[config.mk]
export PLATFORM = sky130hd
export DESIGN_NAME = dz_sched
export DESIGN_NICKNAME = d
export VERILOG_FILES = /design/src/rtl/dz_pkg.sv /design/src/rtl/dz_mode_sel.sv /design/src/rtl/dz_cmp.sv /design/src/rtl/dz_pend_fifo.sv /design/src/rtl/dz_sched.sv
export SDC_FILE = /design/constraint.sdc
export NUM_CORES = 1
export LEC_CHECK = 0
export CAP_MARGIN = 20
export CORE_UTILIZATION = 40
export DETAILED_ROUTE_END_ITERATION = 7
export GPL_ROUTABILITY_DRIVEN = 0
export GPL_TIMING_DRIVEN = 0
export PLACE_DENSITY_LB_ADDON = 0.15
export SYNTH_ARGS = -nofsm -noshare
export SYNTH_HDL_FRONTEND = slang
export SYNTH_SLANG_ARGS = --single-unit
[constraint.sdc]
create_clock -name clk -period 5.2 [get_ports clk]
set_input_delay 0.78 -clock clk [delete_from_list [all_inputs] [get_ports clk]]
set_output_delay 0.78 -clock clk [all_outputs]
set_load 0.02 [all_outputs]
[src/rtl/dz_pkg.sv]
package dz_pkg;
  typedef enum logic [2:0] {
    ZF_LESS    = 3'd0,
    ZF_LEQUAL  = 3'd1,
    ZF_GREATER = 3'd2,
    ZF_GEQUAL  = 3'd3,
    ZF_EQUAL   = 3'd4,
    ZF_ALWAYS  = 3'd5
  } zfunc_e;

  typedef enum logic [1:0] {
    CD_NONE = 2'd0,
    CD_UP   = 2'd1,
    CD_DOWN = 2'd2
  } cdir_e;

  typedef enum logic [1:0] {
    ZM_EARLY        = 2'd0,
    ZM_EARLY_LATEWR = 2'd1,
    ZM_LATE         = 2'd2
  } zmode_e;
endpackage

[src/rtl/dz_mode_sel.sv]
module dz_mode_sel
  import dz_pkg::*;
(
  input  logic [2:0] cmp,
  input  logic       discard,
  input  logic       wr_depth,
  input  logic [1:0] cons,
  output zmode_e     mode
);
  logic up_safe;
  logic down_safe;

  always_comb begin
    up_safe   = (cons == CD_UP)   && ((cmp == ZF_LESS)    || (cmp == ZF_LEQUAL));
    down_safe = (cons == CD_DOWN) && ((cmp == ZF_GREATER) || (cmp == ZF_GEQUAL));
    if (wr_depth) begin
      mode = (up_safe || down_safe) ? ZM_EARLY_LATEWR : ZM_LATE;
    end else if (discard) begin
      mode = ZM_EARLY_LATEWR;
    end else begin
      mode = ZM_EARLY;
    end
  end
endmodule

[src/rtl/dz_cmp.sv]
module dz_cmp
  import dz_pkg::*;
#(
  parameter int ZW = 16
) (
  input  logic [2:0]    func,
  input  logic [ZW-1:0] z_new,
  input  logic [ZW-1:0] z_ref,
  output logic          pass
);
  always_comb begin
    case (func)
      ZF_LESS:    pass = z_new <  z_ref;
      ZF_LEQUAL:  pass = z_new <= z_ref;
      ZF_GREATER: pass = z_new >  z_ref;
      ZF_GEQUAL:  pass = z_new >= z_ref;
      ZF_EQUAL:   pass = z_new == z_ref;
      default:    pass = 1'b1;
    endcase
  end
endmodule

[src/rtl/dz_pend_fifo.sv]
module dz_pend_fifo
  import dz_pkg::*;
#(
  parameter int AW    = 4,
  parameter int ZW    = 16,
  parameter int DEPTH = 4
) (
  input  logic          clk,
  input  logic          rst_n,
  input  logic          push,
  input  logic [AW-1:0] push_addr,
  input  logic [ZW-1:0] push_z,
  input  zmode_e        push_mode,
  input  logic          push_wd,
  input  logic          pop,
  output logic [AW-1:0] head_addr,
  output logic [ZW-1:0] head_z,
  output zmode_e        head_mode,
  output logic          head_wd,
  input  logic [AW-1:0] look_addr,
  output logic          hazard,
  output logic          full,
  output logic          empty
);
  localparam int PW = (DEPTH > 1) ? $clog2(DEPTH) : 1;
  localparam logic [PW-1:0] LAST = PW'(DEPTH - 1);

  logic [AW-1:0]    addr_q [DEPTH];
  logic [ZW-1:0]    z_q    [DEPTH];
  zmode_e           mode_q [DEPTH];
  logic [DEPTH-1:0] wd_q;
  logic [DEPTH-1:0] vld_q, vld_d;
  logic [PW-1:0]    wp_q, wp_d, rp_q, rp_d;
  logic [DEPTH-1:0] hit;

  always_comb begin
    wp_d  = wp_q;
    rp_d  = rp_q;
    vld_d = vld_q;
    if (push) begin
      wp_d        = (wp_q == LAST) ? '0 : wp_q + 1'b1;
      vld_d[wp_q] = 1'b1;
    end
    if (pop) begin
      rp_d        = (rp_q == LAST) ? '0 : rp_q + 1'b1;
      vld_d[rp_q] = 1'b0;
    end
  end

  always_ff @(posedge clk or negedge rst_n) begin
    if (!rst_n) begin
      wp_q  <= '0;
      rp_q  <= '0;
      vld_q <= '0;
    end else begin
      wp_q  <= wp_d;
      rp_q  <= rp_d;
      vld_q <= vld_d;
    end
  end

  always_ff @(posedge clk) begin
    if (push) begin
      addr_q[wp_q] <= push_addr;
      z_q[wp_q]    <= push_z;
      mode_q[wp_q] <= push_mode;
      wd_q[wp_q]   <= push_wd;
    end
  end

  generate
    for (genvar i = 0; i < DEPTH; i++) begin : g_look
      assign hit[i] = vld_q[i] && (mode_q[i] != ZM_EARLY) && (addr_q[i] == look_addr);
    end
  endgenerate

  assign hazard    = |hit;
  assign full      = &vld_q;
  assign empty     = ~|vld_q;
  assign head_addr = addr_q[rp_q];
  assign head_z    = z_q[rp_q];
  assign head_mode = mode_q[rp_q];
  assign head_wd   = wd_q[rp_q];


  no_overflow_chk: assert property (@(posedge clk) disable iff (!rst_n) push |-> !full);

  no_underflow_chk: assert property (@(posedge clk) disable iff (!rst_n) pop |-> !empty);
endmodule

[src/rtl/dz_sched.sv]
module dz_sched
  import dz_pkg::*;
#(
  parameter int            ZW      = 16,
  parameter int            AW      = 4,
  parameter int            NPEND   = 4,
  parameter logic [ZW-1:0] CLEAR_Z = {ZW{1'b1}}
) (
  input  logic          clk,
  input  logic          rst_n,
  input  logic [2:0]    cfg_cmp,
  input  logic          cfg_discard,
  input  logic          cfg_wr_depth,
  input  logic [1:0]    cfg_cons,
  output logic [1:0]    mode_o,
  input  logic          frag_valid,
  output logic          frag_ready,
  input  logic [AW-1:0] frag_addr,
  input  logic [ZW-1:0] frag_z,
  output logic          shd_req_valid,
  input  logic          shd_req_ready,
  output logic [AW-1:0] shd_req_addr,
  input  logic          shd_rsp_valid,
  input  logic          shd_rsp_keep,
  input  logic [ZW-1:0] shd_rsp_z,
  output logic          res_valid,
  output logic [AW-1:0] res_addr,
  output logic          res_written,
  output logic          res_shaded
);
  localparam int NPIX = 1 << AW;

  zmode_e        mode;
  logic [ZW-1:0] zmem_q [NPIX];
  logic [ZW-1:0] zmem_d [NPIX];
  logic          hazard, full, empty;
  logic [AW-1:0] h_addr;
  logic [ZW-1:0] h_z;
  zmode_e        h_mode;
  logic          h_wd;
  logic          acc, e_pass, e_we, e_res, req;
  logic          h_late, l_pass, l_we;
  logic [ZW-1:0] l_z;

  dz_mode_sel u_mode (
    .cmp      (cfg_cmp),
    .discard  (cfg_discard),
    .wr_depth (cfg_wr_depth),
    .cons     (cfg_cons),
    .mode     (mode)
  );

  dz_cmp #(.ZW(ZW)) u_cmp_early (
    .func  (cfg_cmp),
    .z_new (frag_z),
    .z_ref (zmem_q[frag_addr]),
    .pass  (e_pass)
  );

  dz_cmp #(.ZW(ZW)) u_cmp_late (
    .func  (cfg_cmp),
    .z_new (l_z),
    .z_ref (zmem_q[h_addr]),
    .pass  (l_pass)
  );

  dz_pend_fifo #(.AW(AW), .ZW(ZW), .DEPTH(NPEND)) u_pend (
    .clk       (clk),
    .rst_n     (rst_n),
    .push      (req),
    .push_addr (frag_addr),
    .push_z    (frag_z),
    .push_mode (mode),
    .push_wd   (cfg_wr_depth),
    .pop       (shd_rsp_valid),
    .head_addr (h_addr),
    .head_z    (h_z),
    .head_mode (h_mode),
    .head_wd   (h_wd),
    .look_addr (frag_addr),
    .hazard    (hazard),
    .full      (full),
    .empty     (empty)
  );

  // acceptance and early stage
  always_comb begin
    frag_ready = !full && !hazard && !shd_rsp_valid && shd_req_ready;
    acc        = frag_valid && frag_ready;
    e_we       = 1'b0;
    e_res      = 1'b0;
    req        = 1'b0;
    case (mode)
      ZM_EARLY: begin
        req   = acc && e_pass;
        e_we  = acc && e_pass;
        e_res = acc;
      end
      ZM_EARLY_LATEWR: begin
        req   = acc && e_pass;
        e_res = acc && !e_pass;
      end
      default: begin
        req   = acc;
      end
    endcase
  end

  // late stage at the shader response
  always_comb begin
    h_late = shd_rsp_valid && (h_mode != ZM_EARLY);
    l_z    = h_wd ? shd_rsp_z : h_z;
    l_we   = h_late && shd_rsp_keep && l_pass;
  end

  always_comb begin
    zmem_d = zmem_q;
    if (e_we) zmem_d[frag_addr] = frag_z;
    if (l_we) zmem_d[h_addr]    = l_z;
  end

  always_ff @(posedge clk or negedge rst_n) begin
    if (!rst_n) begin
      for (int i = 0; i < NPIX; i++) zmem_q[i] <= CLEAR_Z;
    end else begin
      zmem_q <= zmem_d;
    end
  end

  assign mode_o        = mode;
  assign shd_req_valid = req;
  assign shd_req_addr  = frag_addr;
  assign res_valid     = e_res || h_late;
  assign res_addr      = shd_rsp_valid ? h_addr : frag_addr;
  assign res_written   = shd_rsp_valid ? l_we : e_we;
  assign res_shaded    = shd_rsp_valid || req;


  rsp_blocks_accept_chk: assert property (@(posedge clk) disable iff (!rst_n)
    shd_rsp_valid |-> !frag_ready);

  late_always_shades_chk: assert property (@(posedge clk) disable iff (!rst_n)
    (mode_o == ZM_LATE && frag_valid && frag_ready) |-> shd_req_valid);

  drop_no_write_chk: assert property (@(posedge clk) disable iff (!rst_n)
    (shd_rsp_valid && !shd_rsp_keep) |-> !res_written);

  early_write_lands_chk: assert property (@(posedge clk) disable iff (!rst_n)
    (mode_o == ZM_EARLY && res_valid && res_written && !shd_rsp_valid)
      |=> (zmem_q[$past(res_addr)] == $past(frag_z)));

  early_fail_quiet_chk: assert property (@(posedge clk) disable iff (!rst_n)
    (res_valid && !res_written && !shd_rsp_valid && mode_o != ZM_LATE) |-> !shd_req_valid);
endmodule

-- After elaboration in Yosys (flattened, before gate mapping)
Memory sizes are Yosys's and may differ from the RTL's.
Cells that the tools add are included.
- flip-flop bits (word level): 268
- latch bits: 0
- RAM bits: 88
- ROM bits: 0
- input port bits: 49
- output and inout port bits: 15
- word-level logic and storage cells: 141
- memories: 3
- memory list (memory ; depth ; bits a word ; rd ports ; clocked after Yosys merged registers in ; write ports ; RTL line ; source):
    u_pend.z_q ; 4 ; 16 ; 1 ; 0 ; 1 ; dz_pend_fifo.sv:29 ; logic [ZW-1:0] z_q [DEPTH];
    u_pend.addr_q ; 4 ; 4 ; 5 ; 0 ; 1 ; dz_pend_fifo.sv:28 ; logic [AW-1:0] addr_q [DEPTH];
    u_pend.mode_q ; 4 ; 2 ; 5 ; 0 ; 1 ; dz_pend_fifo.sv:30 ; zmode_e mode_q [DEPTH];
- $add $sub $neg: 2
- multipliers: 0
- div/mod/pow operators: 0
- $lt $le $gt $ge: 16
- eq/ne operators: 15
- shifts and indexed selects: 0
- multiplexer cells: 38
- bitwise logic cells: 5
- reduce and logical (&&, ||, !) cells: 42
- operators by type and width (kind ; count):
    $bwmux 256 ; 2
    $mux 256 ; 2
    $bmux 16 s4 ; 2
    $demux 16 s4 ; 2
    $mux 16 ; 7
    $eq 16x16->1 ; 2
    $ge 16x16->1 ; 2
    $gt 16x16->1 ; 2
    $le 16x16->1 ; 2
    $lt 16x16->1 ; 2
    $logic_and 1x1->1 ; 23
    $eq 4x4->1 ; 4
    $mux 4 ; 3
    $ge 5x5->1 const B ; 2
    $lt 5x1->1 const B ; 2
    $not 4->5 ; 2
    $pmux 1 s5 ; 2
    $reduce_bool 2->1 ; 5
    $mux 1 ; 9
    $mux 2 ; 4
    $eq 2x2->1 const B ; 3
    $eq 3x2->1 const B ; 2
    $lt 2x3->1 const B ; 2
    $logic_or 1x1->1 ; 5
    18 further kinds ; 25

-- Depth between registers and ports, before layout
Gate-level depths: netlist of the first run.
An unclocked memory read counts as a cell.
- depth after elaboration: 15
- mapped depth: 21

-- By module
A second synthesis of the first run with hierarchy kept.
- cells, all modules: 2441
- area, all modules: 25405.6 um2
- by module, submodules not included (module ; times used ; cells each ; area each (um2)):
    dz_sched ; 1 ; 2117 ; 20438.4
    dz_pend_fifo ; 1 ; 187 ; 4000.1
    dz_cmp ; 2 ; 65 ; 462.9
    dz_mode_sel ; 1 ; 7 ; 41.3

-- Least setup slack after synthesis of the first run
No wires, ideal clock.
- kind: input to output
- from: input frag_addr[0]
- to: output res_written
- arrival time: 5109 ps
- setup slack: -689 ps
- stages: 18
- path buffers: 6
- cell sequence: buf_2 > buf_2 > buf_1 > mux4_2 > mux4_2 > inv_1 > ha_1 > nor2b_1 > o211ai_1 > a2111o_1 > nand3_1 > mux2_2 > buf_6 > nor2_4 > buf_6 > buf_4 > nand2_1 > o21ai_0
- word-level cells in the longest chain between the ends: 11
- elaborated cells on any way between the ends: 27
- classes of those cells: order compare (4); eq/ne (5); mux (6); bitwise (1); reduce/logical (11)
- RTL lines (element ; RTL line ; source):
    start: declaration ; dz_sched.sv:18 ; input logic [AW-1:0] frag_addr,
    parallel branches: the longest is 8 deep, another holds $ge 16x16->1 ; - ;
    $logic_and 1x1->1 (*) ; dz_sched.sv:96 ; e_we = acc && e_pass;
    $mux 1 (*) ; dz_sched.sv:93 ; case (mode)
    $mux 1 (*) ; dz_sched.sv:135 ; assign res_written = shd_rsp_valid ? l_we : e_we;
    end: declaration ; dz_sched.sv:28 ; output logic res_written,
Every way passes the cells marked *. The select of a mux whose other input is x is not followed.

-- Worst setup path after layout of the first run
Ends and elaborated chain as after synthesis.

==> impl_metrics.py, run 1 <==
metrics = {
    "outcome": {
        "status": "complete, but fails checks",
        "violations": "negative setup slack",
    },
    "sta": {
        "max_freq_ghz": 0.178,
        "setup_slack_ps": -407,
        "timing.final.hold_violations": 0,
        "fin_worst_skew_ps": 15.2,
        "tightest_slew_ps": 1100,
        "period_needed_ps": 5610,
        "grt_setup_unrepaired": "yes",
        "slew_viol_final": 0,
        "fin_crit_sh_pct": 108,
        "finalSetupViolations": 26,
        "relSlewSlack_pct": 26.6,
    },
    "critical_path": {
        "worstPathCellList": "buf_12 -> buf_16 -> buf_12 -> buf_8 -> mux4_2 -> mux4_2 -> inv_2 -> ha_4 -> nand4_1 -> buf_6 -> a2111o_1 -> buf_4 -> nand3_2 -> mux2_4 -> nor2_4 -> buf_12 -> nand2_8 -> o21ai_4 -> buf_6",
        "crit_arrival_ps": 4830,
        "crit_type": "in2out",
        "r2r_slack_ps": 60,
        "cp-end-kind": "output pin",
        "crit_top_cell": "buf_12",
        "crit_slowest_cell": "mux4_2",
        "critPathMaxFanout": 6,
        "cpPeakStageDelay_ps": 560,
        "crit_required_ps": 4420,
        "start_kind": "primary input",
    },
    "power_and_ir_drop": {
        "combPwrFrac_pct": 46.8,
        "peakVddDrop_uv": 304,
        "power_frac_clock_pct": 20.0,
        "switchingPower_uw": 6420,
        "p_leak_uw": 0.00989,
        "p_total_uw": 16600,
        "p_int_uw": 10200,
        "seq_power_share_pct": 33.2,
        "p_per_area_nw_per_um2": 599,
        "sw_frac_of_total_pct": 38.7,
    },
    "grt": {
        "grt_pass1_wl_um": 134000,
        "grt_pass1_vias": 19817,
        "grt_max_degree": 117,
        "grt.total_usage_pct": 32.3,
        "grt.overflow.total": 0,
        "antenna_found_initial": 1,
    },
    "synthesis": {
        "ys.flop_type": "dfstp_2",
        "synthArstFlopShare_pct": 74.2,
        "syn-cell-area_um2": 22500,
        "synth_compound_area_share_pct": 13.9,
        "synth_top_family_by_area": "multiplexers",
        "synth-seq-cells": 356,
        "synth_fa_ha_area_share_pct": 2.23,
        "synthSimpleGateAreaFrac_pct": 15.5,
        "synthTopCellsByArea": "dfstp_2, mux4_2, edfxtp_1, nand3_1, nand4_1",
        "synth_xor_area_share_pct": 0.624,
        "yosysTopAreaCell": "dfstp_2",
        "synth_edf_count": 92,
        "synth_top_cell_area_share_pct": 29.9,
        "synthMuxAreaShare_pct": 19.2,
        "ys_warn_count": 0,
        "synth_cell_type_count": 67,
        "avgSynthCellArea_um2": 11.1,
        "mappedNetlistNets": 2109,
        "synth_cells": 2020,
        "yosysSeqAreaShare_pct": 43.1,
    },
    "cells_and_area": {
        "fin_area_um2": 27700,
        "fillCellCount": 4943,
        "drive_gt1_share_pct": 39.7,
        "diodes": 0,
        "multi_input_area_um2": 12000,
        "area_growth_pct": 23.1,
        "final_nets": 2316,
        "regArea_um2": 9690,
    },
    "floorplan": {
        "die_height_um": 239,
        "fp-row-count": 86,
        "die_w_um": 239,
        "die_area_um2": 57100,
        "io_pins": 64,
        "core_area_um2": 55300,
        "initial_core_util_pct": 40.6,
    },
    "clock_network": {
        "cts_buffers": 43,
        "clkSinkCount": 356,
        "clkSlewWorstSetupHoldPaths_ps": 70,
        "clock_path_buffers": 3,
        "clkLatencyLatePin_ps": 580,
        "cts_tree": "built",
        "cts_root_buf": "clkbuf_16",
        "cts_max_level": 2,
    },
    "route": {
        "wl_per_cell_um": 30.7,
        "drc": 0,
        "first_pass_iters": 7,
        "ant_nets": 0,
        "via_count": 20105,
        "viasPerCell": 6.69,
        "drtIter0Drc": 2354,
        "wirelength_um": 92400,
    },
    "hold_path": {
        "min_path_type": "in2async",
    },
    "placed_design": {
        "io_buffers": 62,
        "placed_area_um2": 24400,
        "dpl.hpwl_um": 68000,
    },
    "flow_run": {
        "max-cap-violations": 0,
    },
}
per-stage QoR:
stage	std cells	util, %	hold slack [ps]	worst slack (ps)	TNS (ps)
3_3_place_gp	2830	43.6	468	-8570	-1993500
5_1_grt	3007	50.0	389	-437	-8810
3_5_place_dp	2844	44.1	475	-2710	-523620
2_1_floorplan	2020	-	456	2.67	0
4_1_cts	2972	49.1	367	-389	-1080
6_report	3007	50.0	373	-407	-1430
cells in the final DEF (no fill, tap or decap), drive strengths merged, types with 8 or more instances in the layout:
cell / n
dfrtp: 8
inv: 32
buf: 213
nand2: 128
a41oi: 49
edfxtp: 92
and2: 11
nor3: 19
nand4: 123
nor3b: 8
o211ai: 106
clkdlybuf4s50: 53
a21oi: 35
a31oi: 112
mux2i: 31
mux4: 165
clkbuf: 174
mux2: 23
a22oi: 48
nor2: 152
clkinv: 19
dfstp: 256
nand3: 212
o21ai: 57
xnor2: 10
ha: 40
synthesized netlist by cell type, drive strengths merged (48+ instances only):
library cell / count
a22oi: 48
a31oi: 112
a41oi: 49
buf: 107
clkbuf: 120
dfstp: 256
edfxtp: 92
mux4: 165
nand2: 128
nand3: 212
nand4: 123
nor2: 152
o211ai: 106
o21ai: 57
critical path: cells and delay by family:
kind,cells,cell delay (ps)
adder cells (fa/ha/maj),1,130
AO/OA/AOI/OAI,2,670
AND/OR/NAND/NOR,4,550
buffers and inverters,9,1280
multiplexers,3,1370
power by group through the flow:
stage          clock, uW  combinational (uW)  sequential [uW]
2_1_floorplan          0                4400             5070
6_report            3320                7750             5510
3_5_place_dp           0                6450             5460
4_1_cts             3350                7150             5440
5_1_grt             3450                8080             5620
3_3_place_gp           0                6210             5390
routing by layer:
metal / global-route usage, % / share of wire, % / wire length, um
met5: 0 / 0.014 / 13
met3: 8.15 / 11 / 9850
met4: 16.6 / 5.3 / 4900
met2: 48.8 / 45 / 41200
met1: 42.9 / 39 / 36400
logic make-up after synthesis:
family,count (synthesis)
and+or+nand+nor,687
xor gates and xnor gates,16
AOI/OAI and AO/OA,435
DFF,356
buffers and inverters,267
adders and majority gates,40
muxes,219
layout make-up:
type,instances,area share (%)
multi-input combinational,1397,43.5
sequential,356,35.0
timing repair buffer,172,6.62
buffer,217,5.45
clock buffer,54,4.37
tap,748,3.38
clock inverter,23,1.12
inverter,40,0.588
timing repair:
| item | CTS | global route |
|---|---|---|
| gates resized for setup | 221 | 108 |
| cloned | 4 | 1 |
| hold buffers | 0 | 0 |
| buffers inserted | 52 | 40 |
| pin swaps | 26 | 31 |
| setup endpoints to repair | 358 | 322 |
worst paths after layout:
path	cells after the start	to	from
max in group asynchronous	2	zmem_q[168]$_DFF_PN1_	rst_n
setup reg to reg	19	zmem_q[198]$_DFF_PN1_	u_pend.rp_q[1]$_DFFE_PN0P_
min in group clk	2	zmem_q[235]$_DFF_PN1_	zmem_q[235]$_DFF_PN1_
hold / removal	1	zmem_q[80]$_DFF_PN1_	rst_n
hold reg to reg	2	zmem_q[235]$_DFF_PN1_	zmem_q[235]$_DFF_PN1_
setup / recovery	19	res_written	frag_addr[0]
flip-flops by register name (all words and copies together), names as in the netlist:
name and flops:
u_pend.wp_q 2, zmem_q 256, u_pend.mode_q 8, u_pend.wd_q 4, u_pend.rp_q 2, u_pend.z_q 64, u_pend.addr_q 16, u_pend.vld_q 4
(Power assumes the default switching activity.)
==> run 2, diff against run 1 <==
--- a/config.mk
+++ b/config.mk
@@ -7,6 +7,7 @@
 export LEC_CHECK = 0
 export CAP_MARGIN = 20
 export CORE_UTILIZATION = 40
+export CTS_CLUSTER_SIZE = 24
 export DETAILED_ROUTE_END_ITERATION = 7
 export GPL_ROUTABILITY_DRIVEN = 0
 export GPL_TIMING_DRIVEN = 0
@@ -14,3 +15,4 @@
 export SYNTH_ARGS = -nofsm -noshare
 export SYNTH_HDL_FRONTEND = slang
 export SYNTH_SLANG_ARGS = --single-unit
+export TNS_END_PERCENT = 30
==> run 2 against run 1 <==
Against the previous run:
- the flow still finishes with violations (negative setup slack)
- flip-flop and latch count stayed put
- sequential share of layout area hardly changed
- hold slack better by 2.1 ps
- via count hardly changed
- setup slack better by 20 ps
- first-iteration DRC count is 3.5% higher
- largest cell class unchanged
- largest power group unchanged
- highest routed layer unchanged
==> impl_metrics.py, run 2 (same netlist as run 1, synthesis figures left out) <==
metrics = {
    "grt": {
        "grt_max_degree": 117,
        "grt_pass1_wl_um": 134000,
        "antenna_found_initial": 1,
        "grt_pass1_vias": 19812,
        "grt.total_usage_pct": 32.3,
        "grt.overflow.total": 0,
    },
    "clock_network": {
        "cts_root_buf": "clkbuf_16",
        "cts_max_level": 2,
        "cts_tree": "built",
        "clkLatencyLatePin_ps": 580,
        "clock_path_buffers": 3,
        "clkSlewWorstSetupHoldPaths_ps": 70,
        "clkSinkCount": 356,
        "cts_buffers": 43,
    },
    "placed_design": {
        "dpl.hpwl_um": 68000,
        "io_buffers": 62,
    },
    "power_and_ir_drop": {
        "peakVddDrop_uv": 301,
        "p_per_area_nw_per_um2": 599,
        "p_leak_uw": 0.00988,
        "p_total_uw": 16600,
    },
    "floorplan": {
        "core_area_um2": 55300,
        "initial_core_util_pct": 40.6,
        "die_height_um": 239,
        "die_area_um2": 57100,
        "fp-row-count": 86,
        "io_pins": 64,
        "die_w_um": 239,
    },
    "cells_and_area": {
        "final_nets": 2315,
        "reg.largest.list": "zmem_q (256), u_pend.z_q (64), u_pend.addr_q (16)",
        "final_common_cell": "dfstp_2",
        "area_growth_pct": 23.1,
        "largest_reg_flops": 256,
        "largest-register": "zmem_q",
        "layout_common_cells": "dfstp_2, nand3_1, mux4_2",
        "drive_gt1_share_pct": 39.7,
        "diodes": 0,
    },
    "flow_run": {
        "max-cap-violations": 0,
    },
    "critical_path": {
        "crit_required_ps": 4420,
        "cp-end-kind": "output pin",
        "r2r_start": "u_pend.rp_q[1]$_DFFE_PN0P_",
        "critPathMaxFanout": 6,
        "start_kind": "primary input",
        "r2r_end": "zmem_q[216]$_DFF_PN1_",
        "rr_worst_depth": 19,
        "r2r_slack_ps": 50,
        "crit_arrival_ps": 4810,
        "crit_type": "in2out",
    },
    "outcome": {
        "violations": "negative setup slack",
        "status": "complete, but fails checks",
    },
    "sta": {
        "tightest_slew_ps": 1080,
        "fin_worst_skew_ps": 17.3,
        "fin_crit_sh_pct": 107,
        "whs_ps": 375,
        "relSlewSlack_pct": 28.3,
        "grt_setup_unrepaired": "yes",
        "slew_viol_final": 0,
        "period_needed_ps": 5590,
        "timing.final.hold_violations": 0,
        "setup_slack_ps": -387,
        "finalSetupViolations": 4,
        "max_freq_ghz": 0.179,
    },
    "route": {
        "wirelength_um": 92200,
        "drtIter0Drc": 2437,
        "viasPerCell": 6.69,
        "via_count": 20109,
        "first_pass_iters": 6,
        "wl_per_cell_um": 30.7,
        "ant_nets": 0,
        "drc": 0,
    },
    "hold_path": {
        "min_path_type": "in2async",
    },
}
==> run 2: report_power, final <==
| part | internal, uW | switching, uW |
|---|---|---|
| combinational | 3550 | 4200 |
| sequential | 4610 | 898 |
| clock | 2000 | 1330 |
| total | 10200 | 6420 |
==> run 2: metal layers <==
layer | part of all wire, % | track usage, % | vias to the layer above
met5 | 0.014 | 0 | -
met4 | 5.4 | 16.6 | 2
met3 | 11 | 8.15 | 240
met2 | 44 | 48.8 | 1203
met1 | 39 | 42.9 | 10322
li1 | - | - | 8342
==> run 2: final cells by class <==
class | instances | area, um2
clock buffers | 54 | 1210
clock inverters | 23 | 309
well taps | 748 | 936
flip-flops and latches | 356 | 9690
fillers | 4939 | 27600
inverters | 40 | 163
multi-input cells | 1397 | 12000
repair buffers | 171 | 1830
plain buffers | 217 | 1500
==> run 2: worst max-delay path: stages <==
cell     delay (ps)
buf_12          120
buf_16          160
buf_12          150
buf_8           120
mux4_2          560
mux4_2          480
inv_2            80
ha_4            130
nand4_1         160
buf_6           190
nor4_4          400
buf_4           190
buf_4           100
nor3_1           40
mux2_4          320
nor2_4          250
buf_12          160
nand2_8          60
o21ai_4         200
buf_6           140
==> run 2: per-stage QoR <==
stage	TNS (ps)	instance area, um2	setup slack [ps]	util (%)	cells
after floorplan	0	22600	2.67	-	2020
after global placement	-1993500	24100	-8570	43.6	2830
after detailed placement	-523620	24400	-2710	44.1	2844
after CTS	-1100	27100	-389	49.1	2972
after global routing	-2580	27700	-444	50.0	3006
final	-929	27700	-387	50.0	3006
==> run 2: worst max path at each step <==
stage / endpoint / start / slack [ps]
floorplan: res_written / frag_addr[0] / 3
global placement: u_pend.vld_q[2]$_DFF_PN0_ / rst_n / -8570
detailed placement: res_valid / frag_addr[1] / -2710
CTS: res_written / frag_addr[0] / -390
global route: res_written / frag_addr[0] / -440
finish: res_written / frag_addr[0] / -390
==> run 2: repair_timing <==
action / in CTS / in global routing
hold endpoints to repair: 0 / 0
endpoints found under the setup margin: 358 / 320
gates resized for setup: 220 / 107
cloned: 4 / 1
hold buffers: 0 / 0
pin swaps: 26 / 31
buffers inserted: 52 / 39
==> run 3, diff against run 2 <==
--- a/config.mk
+++ b/config.mk
@@ -12,6 +12,7 @@
 export GPL_ROUTABILITY_DRIVEN = 0
 export GPL_TIMING_DRIVEN = 0
 export PLACE_DENSITY_LB_ADDON = 0.15
+export SETUP_SLACK_MARGIN = 0.2
 export SYNTH_ARGS = -nofsm -noshare
 export SYNTH_HDL_FRONTEND = slang
 export SYNTH_SLANG_ARGS = --single-unit
==> run 3 against run 2 <==
Against the previous run:
- the flow still finishes with violations (negative setup slack)
- clock skew up 10 ps
- non-clock buffer count down 17
- flip-flop and latch count unchanged
- sequential power about the same
- critical endpoint unchanged
==> impl_metrics.py, run 3 (same netlist as run 1, synthesis figures left out) <==
metrics = {
    "grt": {
        "grt_pass1_vias": 19688,
        "grt_max_degree": 108,
        "grt.overflow.total": 0,
        "grt.total_usage_pct": 31.8,
        "grt_pass1_wl_um": 132000,
        "antenna_found_initial": 3,
    },
    "placed_design": {
        "placed_area_um2": 24500,
        "io_buffers": 62,
        "dpl.hpwl_um": 67600,
        "dpl_worst_slack_ps": -2540,
    },
    "critical_path": {
        "crit_arrival_ps": 4940,
        "cp-end-kind": "output pin",
        "r2r_slack_ps": 190,
        "rr_worst_depth": 20,
        "r2r_start": "u_pend.rp_q[1]$_DFFE_PN0P_",
        "start_kind": "primary input",
        "critPathMaxFanout": 6,
        "crit_type": "in2out",
        "r2r_end": "zmem_q[34]$_DFF_PN1_",
        "crit_required_ps": 4420,
    },
    "flow_run": {
        "max-cap-violations": 0,
    },
    "outcome": {
        "violations": "negative setup slack",
        "status": "complete, but fails checks",
    },
    "sta": {
        "relSlewSlack_pct": 29.5,
        "grt_setup_unrepaired": "yes",
        "fin_crit_sh_pct": 110,
        "period_needed_ps": 5720,
        "max_freq_ghz": 0.175,
        "finalSetupViolations": 4,
        "timing.final.hold_violations": 0,
        "tightest_slew_ps": 1060,
        "fin_worst_skew_ps": 27.6,
        "slew_viol_final": 0,
        "setup_slack_ps": -517,
    },
    "floorplan": {
        "core_area_um2": 55300,
        "fp-row-count": 86,
        "die_w_um": 239,
        "die_area_um2": 57100,
        "initial_core_util_pct": 40.6,
        "io_pins": 64,
        "die_height_um": 239,
    },
    "cells_and_area": {
        "multi_input_area_um2": 12200,
        "regArea_um2": 9690,
        "fin_area_um2": 27700,
        "layout_common_cells": "dfstp_2, nand3_1, mux4_2",
        "drive_gt1_share_pct": 40.6,
        "reg.largest.list": "zmem_q (256), u_pend.z_q (64), u_pend.addr_q (16)",
        "largest_reg_flops": 256,
        "area_growth_pct": 23.4,
        "final_nets": 2298,
        "final_common_cell": "dfstp_2",
        "largest-register": "zmem_q",
        "fillCellCount": 4975,
    },
    "route": {
        "wl_per_cell_um": 30.3,
        "wl_met1_um": 35200,
        "dr.max_layer_used": "met4",
        "viasPerCell": 6.68,
        "wl_met2_um": 40400,
        "drtIter0Drc": 2490,
        "drc": 0,
        "wirelength_um": 90600,
        "first_pass_iters": 7,
        "ant_nets": 0,
        "wl_met3_um": 10300,
        "via_count": 19992,
    },
    "clock_network": {
        "cts_root_buf": "clkbuf_16",
        "clock_path_buffers": 3,
        "clkSlewWorstSetupHoldPaths_ps": 60,
        "clkSinkCount": 356,
        "cts_buffers": 43,
        "cts_hold_buffers": 0,
        "cts_tree": "built",
        "clkLatencyLatePin_ps": 600,
        "cts_max_level": 2,
    },
    "hold_path": {
        "min_path_type": "in2async",
    },
    "power_and_ir_drop": {
        "peakVddDrop_uv": 250,
        "p_leak_uw": 0.00979,
        "p_per_area_nw_per_um2": 582,
    },
}
==> run 3: changes by cell type in the layout (fill, tap and decap cells not counted), moves of 10 or more <==
cell | previous run | this run
a41oi_1 | 48 | 29
clkbuf_1 | 77 | 67
a21oi_2 | 14 | 3
buf_6 | 20 | 30
a41oi_2 | 1 | 20
buf_4 | 107 | 87
a21oi_1 | 20 | 31
==> run 3: stage by stage <==
| step | total power [uW] | TNS [ps] | util, % | std cells | hold WS (ps) |
|---|---|---|---|---|---|
| 6_report | 16100 | -1720 | 50.1 | 2992 | 461 |
| 5_1_grt | 16800 | -1910 | 50.1 | 2990 | 462 |
| 4_1_cts | 15600 | -1390 | 48.9 | 2975 | 447 |
| 3_5_place_dp | 11900 | -514310 | 44.3 | 2845 | 474 |
| 3_3_place_gp | 11600 | -1982620 | 43.8 | 2830 | 469 |
| 2_1_floorplan | 9490 | 0 | - | 2020 | 456 |
==> run 3: final cells by class <==
cell class              count  share of cell area, %
inverters                  40                  0.573
clock inverters            16                  0.681
diodes                      2                 0.0180
repair buffers            146                   5.64
clock buffers              62                   4.47
plain buffers             225                   6.27
well taps                 748                   3.38
multi-input cells        1397                   44.0
flip-flops and latches    356                   34.9
==> run 3: repair_timing <==
| action | in CTS | in global routing |
|---|---|---|
| buffers inserted | 51 | 14 |
| gates cloned | 3 | 1 |
| pin swaps | 22 | 59 |
| resized for setup | 217 | 195 |
| endpoints found under the setup margin | 359 | 353 |
==> run 3: worst max-delay path by stage <==
stage / startpoint / to / slack, ps
3_3_place_gp: rst_n / u_pend.vld_q[0]$_DFF_PN0_ / -8620
5_1_grt: frag_addr[0] / res_shaded / -570
2_1_floorplan: frag_addr[0] / res_written / 160
4_1_cts: frag_addr[0] / res_written / -440
3_5_place_dp: frag_addr[1] / res_written / -2540
6_report: frag_addr[0] / res_written / -520
==> run 3: metal layers <==
| layer | track usage [%] | vias up |
|---|---|---|
| met1 | 41.9 | 10202 |
| met3 | 8.61 | 241 |
| met4 | 16.4 | 0 |
| met2 | 48.0 | 1230 |
| met5 | 0 | - |
| li1 | - | 8319 |
==> run 3: worst max-delay path, cell delays in order <==
cell and delay, ps:
buf_8 80, buf_12 140, buf_16 180, buf_12 130
buf_16 130, mux4_2 530, mux4_2 470, inv_1 70
ha_1 260, nand4_4 140, nor2_2 60, a221oi_4 390
buf_4 190, nand3_4 60, a221o_1 330, buf_6 130
nor2_4 220, buf_8 140, buf_8 100, nand2_8 60
o21ai_4 160, buf_6 140
==> run 3: where the power goes <==
group	internal, uW	total, uW	switching, uW
Clock	1850	3140	1280
Combinational	3390	7500	4120
Sequential	4610	5510	896
